File: src/rtl/fpa_pkg.sv
package fpa_pkg;

    // Number of extra bits kept below the significand LSB: guard, round, sticky.
    localparam int GRS_W = 3;

    typedef enum logic [1:0] {
        CLS_FIN = 2'd0,
        CLS_INF = 2'd1,
        CLS_NAN = 2'd2
    } fpa_cls_e;

    // Leading zeros in the lowest w bits of v.
    function automatic int unsigned count_lead_zeros(input logic [63:0] v, input int unsigned w);
        int unsigned n;
        logic        seen;
        n    = 0;
        seen = 1'b0;
        for (int i = 63; i >= 0; i--) begin
            if (i < int'(w) && !seen) begin
                if (v[i]) seen = 1'b1;
                else      n++;
            end
        end
        return n;
    endfunction

endpackage

File: src/rtl/fpa_unpack_swap.sv
module fpa_unpack_swap
    import fpa_pkg::*;
#(
    parameter int EXP_W  = 8,
    parameter int FRAC_W = 23,
    localparam int W     = 1 + EXP_W + FRAC_W,
    localparam int SIG_W = FRAC_W + 1
) (
    input  logic [W-1:0]     op_a,
    input  logic [W-1:0]     op_b,
    input  logic             op_sub,
    input  logic             denorm_en,
    output logic             sign_a,
    output logic             sign_b,
    output fpa_cls_e         cls_a,
    output fpa_cls_e         cls_b,
    output logic             sign_l,
    output logic             sign_r,
    output logic [EXP_W-1:0] exp_l,
    output logic [EXP_W-1:0] exp_diff,
    output logic [SIG_W-1:0] sig_l,
    output logic [SIG_W-1:0] sig_r
);

    typedef struct packed {
        logic             sign;
        fpa_cls_e         cls;
        logic [EXP_W-1:0] eexp;
        logic [SIG_W-1:0] sig;
    } dec_t;

    for (genvar i = 0; i < 2; i++) begin : g_dec
        logic [W-1:0]      word;
        logic [EXP_W-1:0]  ef;
        logic [FRAC_W-1:0] ff;
        dec_t              d;

        assign word = (i == 0) ? op_a : op_b;
        assign ef   = word[W-2 -: EXP_W];
        assign ff   = word[FRAC_W-1:0];

        always_comb begin
            d.sign = word[W-1] ^ ((i == 1) & op_sub);
            if (&ef) d.cls = (|ff) ? CLS_NAN : CLS_INF;
            else     d.cls = CLS_FIN;
            if (ef == '0) begin
                d.eexp = EXP_W'(1);
                d.sig  = denorm_en ? {1'b0, ff} : '0;
            end else begin
                d.eexp = ef;
                d.sig  = {1'b1, ff};
            end
        end
    end

    dec_t da, db, left, right;
    logic a_first;

    assign da = g_dec[0].d;
    assign db = g_dec[1].d;

    // Exponent first, significand as tiebreak: left is never smaller than right.
    assign a_first = {da.eexp, da.sig} >= {db.eexp, db.sig};

    always_comb begin
        left     = a_first ? da : db;
        right    = a_first ? db : da;
        sign_a   = da.sign;
        sign_b   = db.sign;
        cls_a    = da.cls;
        cls_b    = db.cls;
        sign_l   = left.sign;
        sign_r   = right.sign;
        exp_l    = left.eexp;
        exp_diff = left.eexp - right.eexp;
        sig_l    = left.sig;
        sig_r    = right.sig;
    end

endmodule

File: src/rtl/fpa_align.sv
module fpa_align
    import fpa_pkg::*;
#(
    parameter int EXP_W  = 8,
    parameter int FRAC_W = 23,
    localparam int SIG_W = FRAC_W + 1,
    localparam int EXT_W = SIG_W + GRS_W
) (
    input  logic [SIG_W-1:0] sig_r,
    input  logic [EXP_W-1:0] exp_diff,
    output logic [EXT_W-1:0] aligned
);

    logic [EXT_W-1:0] ext, shifted, lost_mask;
    logic             sticky;

    always_comb begin
        ext = {sig_r, GRS_W'(0)};
        if (32'(exp_diff) >= EXT_W) begin
            shifted   = '0;
            lost_mask = '1;
        end else begin
            shifted   = ext >> exp_diff;
            lost_mask = ~({EXT_W{1'b1}} << exp_diff);
        end
        sticky  = |(ext & lost_mask);
        aligned = shifted | {{(EXT_W-1){1'b0}}, sticky};
    end

endmodule

File: src/rtl/fpa_norm_round.sv
module fpa_norm_round
    import fpa_pkg::*;
#(
    parameter int EXP_W  = 8,
    parameter int FRAC_W = 23,
    localparam int W     = 1 + EXP_W + FRAC_W,
    localparam int SUM_W = FRAC_W + 1 + GRS_W + 1
) (
    input  logic [SUM_W-1:0] sum,
    input  logic [EXP_W-1:0] exp_l,
    input  logic             sign_l,
    input  logic             eff_sub,
    input  logic             denorm_en,
    output logic [W-1:0]     word
);

    localparam int CNT_W = $clog2(SUM_W + 1);
    localparam int NE_W  = ((EXP_W > CNT_W) ? EXP_W : CNT_W) + 2;
    localparam logic [NE_W-1:0] EMAX = NE_W'((1 << EXP_W) - 1);

    logic [CNT_W-1:0]  lz;
    logic [NE_W-1:0]   nexp, efin, shamt;
    logic              tiny, g_bit, r_bit, s_bit, inc;
    logic [SUM_W-1:0]  norm;
    logic [FRAC_W+1:0] mant;

    always_comb begin
        lz    = CNT_W'(count_lead_zeros(64'(sum), SUM_W));
        // First exponent update: alignment exponent plus carry, minus cancellation.
        nexp  = NE_W'(exp_l) + NE_W'(1) - NE_W'(lz);
        tiny  = nexp[NE_W-1] | (nexp == '0);
        shamt = tiny ? NE_W'(exp_l) : NE_W'(lz);
        norm  = sum << shamt;
        g_bit = norm[GRS_W];
        r_bit = norm[GRS_W-1];
        s_bit = |norm[GRS_W-2:0];
        inc   = g_bit & (r_bit | s_bit | norm[GRS_W+1]);
        mant  = {1'b0, norm[SUM_W-1:GRS_W+1]} + (FRAC_W+2)'(inc);
        // Second exponent update: rounding carry.
        efin  = mant[FRAC_W+1] ? nexp + NE_W'(1) : nexp;

        if (sum == '0) begin
            word = {(~eff_sub) & sign_l, {(W-1){1'b0}}};
        end else if (tiny) begin
            if (denorm_en) word = {sign_l, EXP_W'(mant[FRAC_W]), mant[FRAC_W-1:0]};
            else           word = {sign_l, {(W-1){1'b0}}};
        end else if (efin >= EMAX) begin
            word = {sign_l, {EXP_W{1'b1}}, {FRAC_W{1'b0}}};
        end else begin
            word = {sign_l, efin[EXP_W-1:0], mant[FRAC_W-1:0]};
        end
    end

endmodule

File: src/rtl/fp_addsub.sv
module fp_addsub
    import fpa_pkg::*;
#(
    parameter int EXP_W  = 8,
    parameter int FRAC_W = 23,
    localparam int W     = 1 + EXP_W + FRAC_W
) (
    input  logic         clk,
    input  logic         rst,
    input  logic [W-1:0] op_a,
    input  logic [W-1:0] op_b,
    input  logic         op_sub,
    input  logic         denorm_en,
    output logic [W-1:0] result
);

    localparam int SIG_W = FRAC_W + 1;
    localparam int EXT_W = SIG_W + GRS_W;
    localparam int SUM_W = EXT_W + 1;
    localparam logic [W-1:0] QNAN = {1'b0, {EXP_W{1'b1}}, 1'b1, {(FRAC_W-1){1'b0}}};

    logic             sign_a, sign_b, sign_l, sign_r, eff_sub;
    fpa_cls_e         cls_a, cls_b;
    logic [EXP_W-1:0] exp_l, exp_diff;
    logic [SIG_W-1:0] sig_l, sig_r;
    logic [EXT_W-1:0] aligned;
    logic [SUM_W-1:0] sum;
    logic [W-1:0]     fin_word, nxt;

    fpa_unpack_swap #(.EXP_W(EXP_W), .FRAC_W(FRAC_W)) u_swap (
        .op_a(op_a), .op_b(op_b), .op_sub(op_sub), .denorm_en(denorm_en),
        .sign_a(sign_a), .sign_b(sign_b), .cls_a(cls_a), .cls_b(cls_b),
        .sign_l(sign_l), .sign_r(sign_r), .exp_l(exp_l), .exp_diff(exp_diff),
        .sig_l(sig_l), .sig_r(sig_r)
    );

    fpa_align #(.EXP_W(EXP_W), .FRAC_W(FRAC_W)) u_align (
        .sig_r(sig_r), .exp_diff(exp_diff), .aligned(aligned)
    );

    assign eff_sub = sign_l ^ sign_r;

    // Left is never smaller than right, so the difference stays non-negative.
    always_comb begin
        if (eff_sub) sum = {1'b0, sig_l, GRS_W'(0)} - {1'b0, aligned};
        else         sum = {1'b0, sig_l, GRS_W'(0)} + {1'b0, aligned};
    end

    fpa_norm_round #(.EXP_W(EXP_W), .FRAC_W(FRAC_W)) u_round (
        .sum(sum), .exp_l(exp_l), .sign_l(sign_l), .eff_sub(eff_sub),
        .denorm_en(denorm_en), .word(fin_word)
    );

    always_comb begin
        if (cls_a == CLS_NAN || cls_b == CLS_NAN)
            nxt = QNAN;
        else if (cls_a == CLS_INF && cls_b == CLS_INF)
            nxt = (sign_a != sign_b) ? QNAN : {sign_a, {EXP_W{1'b1}}, {FRAC_W{1'b0}}};
        else if (cls_a == CLS_INF)
            nxt = {sign_a, {EXP_W{1'b1}}, {FRAC_W{1'b0}}};
        else if (cls_b == CLS_INF)
            nxt = {sign_b, {EXP_W{1'b1}}, {FRAC_W{1'b0}}};
        else
            nxt = fin_word;
    end

    always_ff @(posedge clk) begin
        if (rst) result <= '0;
        else     result <= nxt;
    end

endmodule

File: config.mk
export PLATFORM = sky130hd
export DESIGN_NAME = fp_addsub
export DESIGN_NICKNAME = d
export VERILOG_FILES = /design/src/rtl/fpa_pkg.sv /design/src/rtl/fpa_unpack_swap.sv /design/src/rtl/fpa_align.sv /design/src/rtl/fpa_norm_round.sv /design/src/rtl/fp_addsub.sv
export SDC_FILE = /design/constraint.sdc
export NUM_CORES = 1
export LEC_CHECK = 0
export BUFFER_PORTS_ARGS = -buffer_cell sky130_fd_sc_hd__buf_2
export CAP_MARGIN = 30
export CORE_ASPECT_RATIO = 0.75
export CORE_MARGIN = 2
export CORE_UTILIZATION = 35
export CTS_BUF_LIST = sky130_fd_sc_hd__clkbuf_4
export DETAILED_ROUTE_END_ITERATION = 8
export PLACE_DENSITY = 0.5
export SLEW_MARGIN = 20
export SYNTH_ARGS = -nofsm -noshare
export SYNTH_HDL_FRONTEND = slang
export SYNTH_SLANG_ARGS = --single-unit
export TNS_END_PERCENT = 1
File: constraint.sdc
create_clock -name clk -period 33.8 [get_ports clk]
set_input_delay 8.45 -clock clk [delete_from_list [all_inputs] [get_ports clk]]
set_output_delay 8.45 -clock clk [all_outputs]
set_load 0.03 [all_outputs]
==> Yosys cells after proc, flatten, opt, wreduce, memory -nomap -nowiden <==
Index checks and enable logic that the tools add are counted.
{ "word_totals": {"word_cells": 203, "reg_bits": 32, "input_bits": 68, "out_inout_bits": 32} }
{ "op_classes": {"n_eq_ne": 5, "order_cmp": 3, "n_mux": 132, "add_sub_neg": 34, "reduce_logical": 13, "bitwise": 11, "shift": 3} }
{ "ops": {"columns": ["cell", "n"], "rows": [
  ["5-bit 2-to-1 mux", 54],
  ["32-bit 2-to-1 mux", 7],
  ["5-bit by 1-bit adder with 5-bit output, second input constant", 26],
  ["31-bit 2-to-1 mux", 3],
  ["35-bit 2-to-1 mux", 2],
  ["1-bit 2-to-1 mux", 54],
  ["27-bit 2-to-1 mux", 2],
  ["23-bit 2-to-1 mux", 2],
  ["23-bit OR reduction", 2],
  ["32-bit greater-or-equal comparator", 1],
  ["27-bit by 27-bit adder with 28-bit output", 1],
  ["28-bit zero test", 1],
  ["28-bit 2-to-1 mux", 1],
  ["28-bit by 10-bit << shifter with 28-bit output", 1],
  ["27-bit by 27-bit subtractor with 28-bit output", 1],
  ["27-bit AND", 1],
  ["27-bit inverter", 1],
  ["27-bit by 1-bit bitwise OR with 27-bit output", 1],
  ["27-bit OR reduction", 1],
  ["27-bit by 8-bit << shifter with 27-bit output, first input constant", 1],
  ["27-bit by 8-bit right shift with 27-bit output", 1],
  ["24-bit by 1-bit adder with 25-bit output", 1],
  ["24-bit 2-to-1 mux", 1],
  ["8-bit zero test", 2],
  ["other kinds (22)", 33]
]} }

==> Longest topological paths before layout <==
{ "logic_depth": {"word_depth": 114, "depth_mapped": 146, "mapped_depth_nobuf": 131} }

==> By module <==
A second synthesis with hierarchy kept.
{ "unflattened": {"cells_unflattened": 2175, "area_unflattened_um2": 14442.6} }
{ "by_module_without_submodules": {"columns": ["module", "cells_per_inst", "area_per_inst_um2", "instances", "seq_area_each_um2"], "rows": [
  ["fpa_norm_round", 1012, 6570.1, 1, 0.0],
  ["fp_addsub", 506, 3664.8, 1, 640.6],
  ["fpa_unpack_swap", 378, 2249.7, 1, 0.0],
  ["fpa_align", 279, 1958.1, 1, 0.0]
]} }

==> Worst setup path before layout <==
OpenSTA, ideal clock, no wires.
{ "synth_timing": {"kind": "input to register", "startpoint": "input op_a[27]", "endpoint": "register result[11]", "stages": 136, "required_time_ps": 33724, "t_arrival_ps": 33776, "n_path_buf": 18, "setup_slack_ps": -52, "setup_time_ps": 76, "path_cell_list": "nor4_2 nand3_1 clkbuf_1 clkbuf_1 and2_1 ha_1 nand4_1 nor4_1 a32o_1 o21ai_1 buf_2 nand2_1 buf_2 clkbuf_1 buf_1 clkbuf_1 clkbuf_1 a2bb2oi_1 [... 100 more ...] nand3_1 o21ai_0 clkbuf_1 o21a_1 clkbuf_1 clkbuf_1 nand2_1 a21oi_1 nor4b_1 ha_1 nor4b_2 nand4_1 nor4b_4 nand3_1 mux2_2 o31a_4 buf_6 nor3_2"} }
{ "synth_between": {"elab_chain_len": 113, "elab_cells_between_ends": 183, "cone_classes": "34 x add/sub; 3 x order compare; 2 x eq/ne; 3 x shift; 124 x mux; 8 x bitwise; 9 x reduce/logical"} }
{ "synth_rtl": {"columns": ["element", "line_no", "source"], "rows": [
  ["start: declaration", "fp_addsub.sv:10", "input logic [W-1:0] op_a,"],
  ["8-bit zero test", "fpa_unpack_swap.sv:46", "if (ef == '0) begin"],
  ["32-bit 2-to-1 mux", "fpa_unpack_swap.sv:46", null],
  ["32-bit greater-or-equal comparator", "fpa_unpack_swap.sv:63", "assign a_first = {da.eexp, da.sig} >= {db.eexp, db.sig};"],
  ["35-bit 2-to-1 mux (on tied branches)", "fpa_unpack_swap.sv:66, fpa_unpack_swap.sv:67", null],
  ["8-bit subtractor", "fpa_unpack_swap.sv:75", "exp_diff = left.eexp - right.eexp;"],
  ["27-bit by 8-bit << shifter with 27-bit output", "fpa_align.sv:24", "lost_mask = ~({EXT_W{1'b1}} << exp_diff);"],
  ["27-bit inverter", "fpa_align.sv:24", null],
  ["27-bit 2-to-1 mux", "fpa_align.sv:19", "if (32'(exp_diff) >= EXT_W) begin"],
  ["[... 97 more ...]", null, null],
  ["10-bit 2-to-1 mux", "fpa_norm_round.sv:40", "efin = mant[FRAC_W+1] ? nexp + NE_W'(1) : nexp;"],
  ["10-bit by 8-bit greater-or-equal comparator with 1-bit output", "fpa_norm_round.sv:47", "end else if (efin >= EMAX) begin"],
  ["31-bit 2-to-1 mux", "fpa_norm_round.sv:47", null],
  ["31-bit 2-to-1 mux", "fpa_norm_round.sv:44", "end else if (tiny) begin"],
  ["32-bit 2-to-1 mux", "fpa_norm_round.sv:42", "if (sum == '0) begin"],
  ["32-bit 2-to-1 mux", "fp_addsub.sv:61", "else if (cls_b == CLS_INF)"],
  ["32-bit 2-to-1 mux", "fp_addsub.sv:59", "else if (cls_a == CLS_INF)"],
  ["32-bit 2-to-1 mux", "fp_addsub.sv:57", "else if (cls_a == CLS_INF && cls_b == CLS_INF)"],
  ["end signal: assignment", "fp_addsub.sv:69", "else result <= nxt;"],
  ["end: declaration", "fp_addsub.sv:14", "output logic [W-1:0] result"]
]} }
Several ways; a longest one is shown, not always the timed one.
A chain may end at the register's enable or synchronous reset.

==> Final worst setup path <==
{ "layout_timing": {"startpoint": "input op_a[28]", "endpoint": "register result[20]"} }
Same word-level chain as after synthesis.

==> flow_summary.toml <==
[worst_setup_path]
path_class = "in2reg"
max_stage_delay_ns = 0.52
crit_start = "op_a[28]"
critPathSlowestCell = "a2111o_1"
endpoint_kind = "flop"
start_kind = "input pin"
cp-endpoint = "result[20]"
worst-path-max-fanout = 32
cp_common_cell = "ha_1"
worst_ep_arrival_time_ns = 32.58
critPathRequiredTime_ns = 34.06

[cells_and_area]
syn_to_final_growth_pct = 15.78
mostFrequentLayoutCells = "301 x nand2_1, 273 x nor2_1, 194 x a21oi_1, 186 x buf_4, 162 x o21ai_0"
reg_top3 = "result: 32 flops"
nets = 2874
mostFrequentLayoutCell = "nand2_1"
antenna_cells = 0
utilization_pct = 41.09
largest_reg_flops = 32
top_register = "result"
drive_gt1_share_pct = 18.61
final_cells = 3317

[yosys]
synth_xor_area_share_pct = 6.973
yosysTopAreaCell = "ha_1"
synth.area.mux_share_pct = 6.767
yosysWarnings = 0
netlist_area_mm2 = 0.01636
synthAdderAreaFrac_pct = 9.695
synth_cell_type_count = 116
synthSimpleGateAreaFrac_pct = 33.70
synth_top_family_by_area = "simple AND/OR/NAND/NOR gates"
netlist_instances = 2531
ys_async_sr_fraction_pct = 0
yosysSeqAreaShare_pct = 3.915
synth_nets = 2719
ys_ff_latch = 32
yosysTopAreaCellShare_pct = 9.022
synth_flop_cell = "dfxtp_1"
avgSynthCellArea_um2 = 6.466
synth_edf_count = 0
yosys-top-cells-area = "ha_1 9.0%, nand2_1 7.1%, nor2_1 6.3%, a21oi_1 6.1%, o21ai_0 5.4%"
synth_compound_area_share_pct = 32.29

[floorplanning]
die_w_um = 253.7
fp.dieH_um = 191.3
coreArea_mm2 = 0.04611
die_area_mm2 = 0.04852
boundaryPins = 100
start_util_pct = 35.49
num_rows = 68

[power_and_ir_drop]
switching_share_pct = 61.07
intPower_mw = 0.4463
power_frac_comb_pct = 93.3
peakVddDrop_v = 0.00004690
power_switching_mw = 0.7003
total_leakage_power_nw = 7.871
p_clk_share_pct = 1.8
p_seq_share_pct = 4.9
p_total_mw = 1.147
powerDensity_mw_per_mm2 = 60.52

[grt]
antenna_found_initial = 2
grt-ovfl-total = 0
grt_pass1_wl_um = 120100
grt_max_degree = 65
grt_pass1_vias = 18890
track_usage_pct = 32.08

[cts]
cts.clk_slew.worst_paths_ns = 0.09
clockBufferDepth = 2
holdBufCountCts = 0
clock-sinks = 32
cts_buffers = 5
root_buffer = "clkbuf_4"
cts_tree = "done"
h-tree-depth = 2

[timing]
slew_viol_final = 0
relSlewSlack_pct = 21.77
fmax_mhz = 30.94
hold_viol = 0
min_period_ns = 32.32
finalCritPeriodShare_pct = 95.64
finalWorstSetupSlack_ns = 1.475
setup_viol = 0
worst_pin_slew_ns = 1.161

[route]
dr.first_iter.drc_count = 2231
via_per_inst = 6.243
vias = 20710
wl_um = 80290
wire_per_inst_um = 24.21
drcViolationCount = 0
drtAntennaViolNets = 0
drt_pass1_iterations = 6

[min_path]
worstHoldPathType = "in2reg"

[placement]
gp_congestion = 1.013
dp_slack_ns = -0.3097
dp.final_hpwl_um = 66170
port_buffers = 99
dpl.cell_count = 3283

[run_status]
status = "complete, no violations"

[job]
maxCapViolCount = 0
-- kinds of logic (layout without fill, tap and decap cells) --
kind of cell / after synthesis / after routing
muxes: 103 / 103
DFF: 32 / 32
buffers and inverters: 268 / 423
AOI/OAI and AO/OA: 786 / 787
adders and majority gates: 127 / 127
and+or+nand+nor: 1098 / 1098
xor gates and xnor gates: 117 / 117
-- worst min-delay path by stage --
| stage | startpoint | to | slack [ns] | depth (start not counted) |
|---|---|---|---|---|
| finish | rst | result[31] | 8.34 | 2 |
| global route | rst | result[31] | 8.35 | 2 |
| CTS | rst | result[31] | 8.33 | 2 |
| detailed placement | rst | result[31] | 8.70 | 2 |
| global placement | rst | result[31] | 8.69 | 2 |
| floorplan | rst | result[31] | 8.53 | 1 |
-- through the flow --
stage,hold WS [ns],area (um^2),setup TNS [ns]
floorplan,8.529,16370,0
global placement,8.692,18360,-5.510
detailed placement,8.701,18380,-5.523
CTS,8.325,18440,0
global route,8.347,18950,-0.5284
finish,8.344,18950,0
-- what timing repair did --
action / in CTS / in global routing
cloned: 0 / 1
buffers inserted: 0 / 20
pin swaps: 0 / 21
endpoints found under the setup margin: 10 / 31
gates resized for setup: 1 / 84
endpoints found under the hold margin: 0 / 0
-- power by group through the flow --
stage	sequential (mW)	clock, mW	combinational, mW
finish	0.0566	0.0203	1.07
detailed placement	0.0573	0	1.01
CTS	0.0568	0.0215	1.02
global route	0.0580	0.0229	1.15
floorplan	0.0867	0	0.621
global placement	0.0576	0	1.01
-- metal layers --
layer / vias up / global-route usage, % / routed length [um] / share of wire, %
li1: 9692 / - / - / -
met3: 103 / 5.133 / 6771 / 8.4
met2: 923 / 45.69 / 32320 / 40
met5: - / 0 / 0 / 0
met1: 9989 / 49.54 / 39490 / 49
met4: 0 / 6.719 / 1706 / 2.1
-- synthesized netlist by cell type (32+ instances only) --
cell type / count
ha_1: 118
clkbuf_1: 109
xor2_1: 42
nand2_1: 310
xnor2_1: 65
nand2b_1: 32
nor2_1: 274
o21ai_0: 176
a211oi_1: 43
or3_1: 36
and2_1: 39
inv_1: 114
nand3_1: 80
dfxtp_1: 32
mux2i_1: 69
nor3_1: 79
a21oi_1: 198
nand4_1: 56
-- cell type report --
type / instances / area (um^2)
Sequential cell: 32 / 640.6
Clock buffer: 5 / 37.54
Multi-Input combinational cell: 2232 / 14980
Clock inverter: 3 / 13.76
Tap cell: 630 / 788.3
Inverter: 115 / 431.7
Timing Repair Buffer: 300 / 2058
Fill cell: 5069 / 27170
-- critical path: cells and delay by family --
kind | cells | cell delay (ns)
compound gates | 43 | 8.48
simple gates | 41 | 6.75
fa+ha+maj | 18 | 5.32
buf+inv | 15 | 1.86
mux | 4 | 1.20
xor+xnor | 3 | 0.46
(Power assumes the default switching activity.)
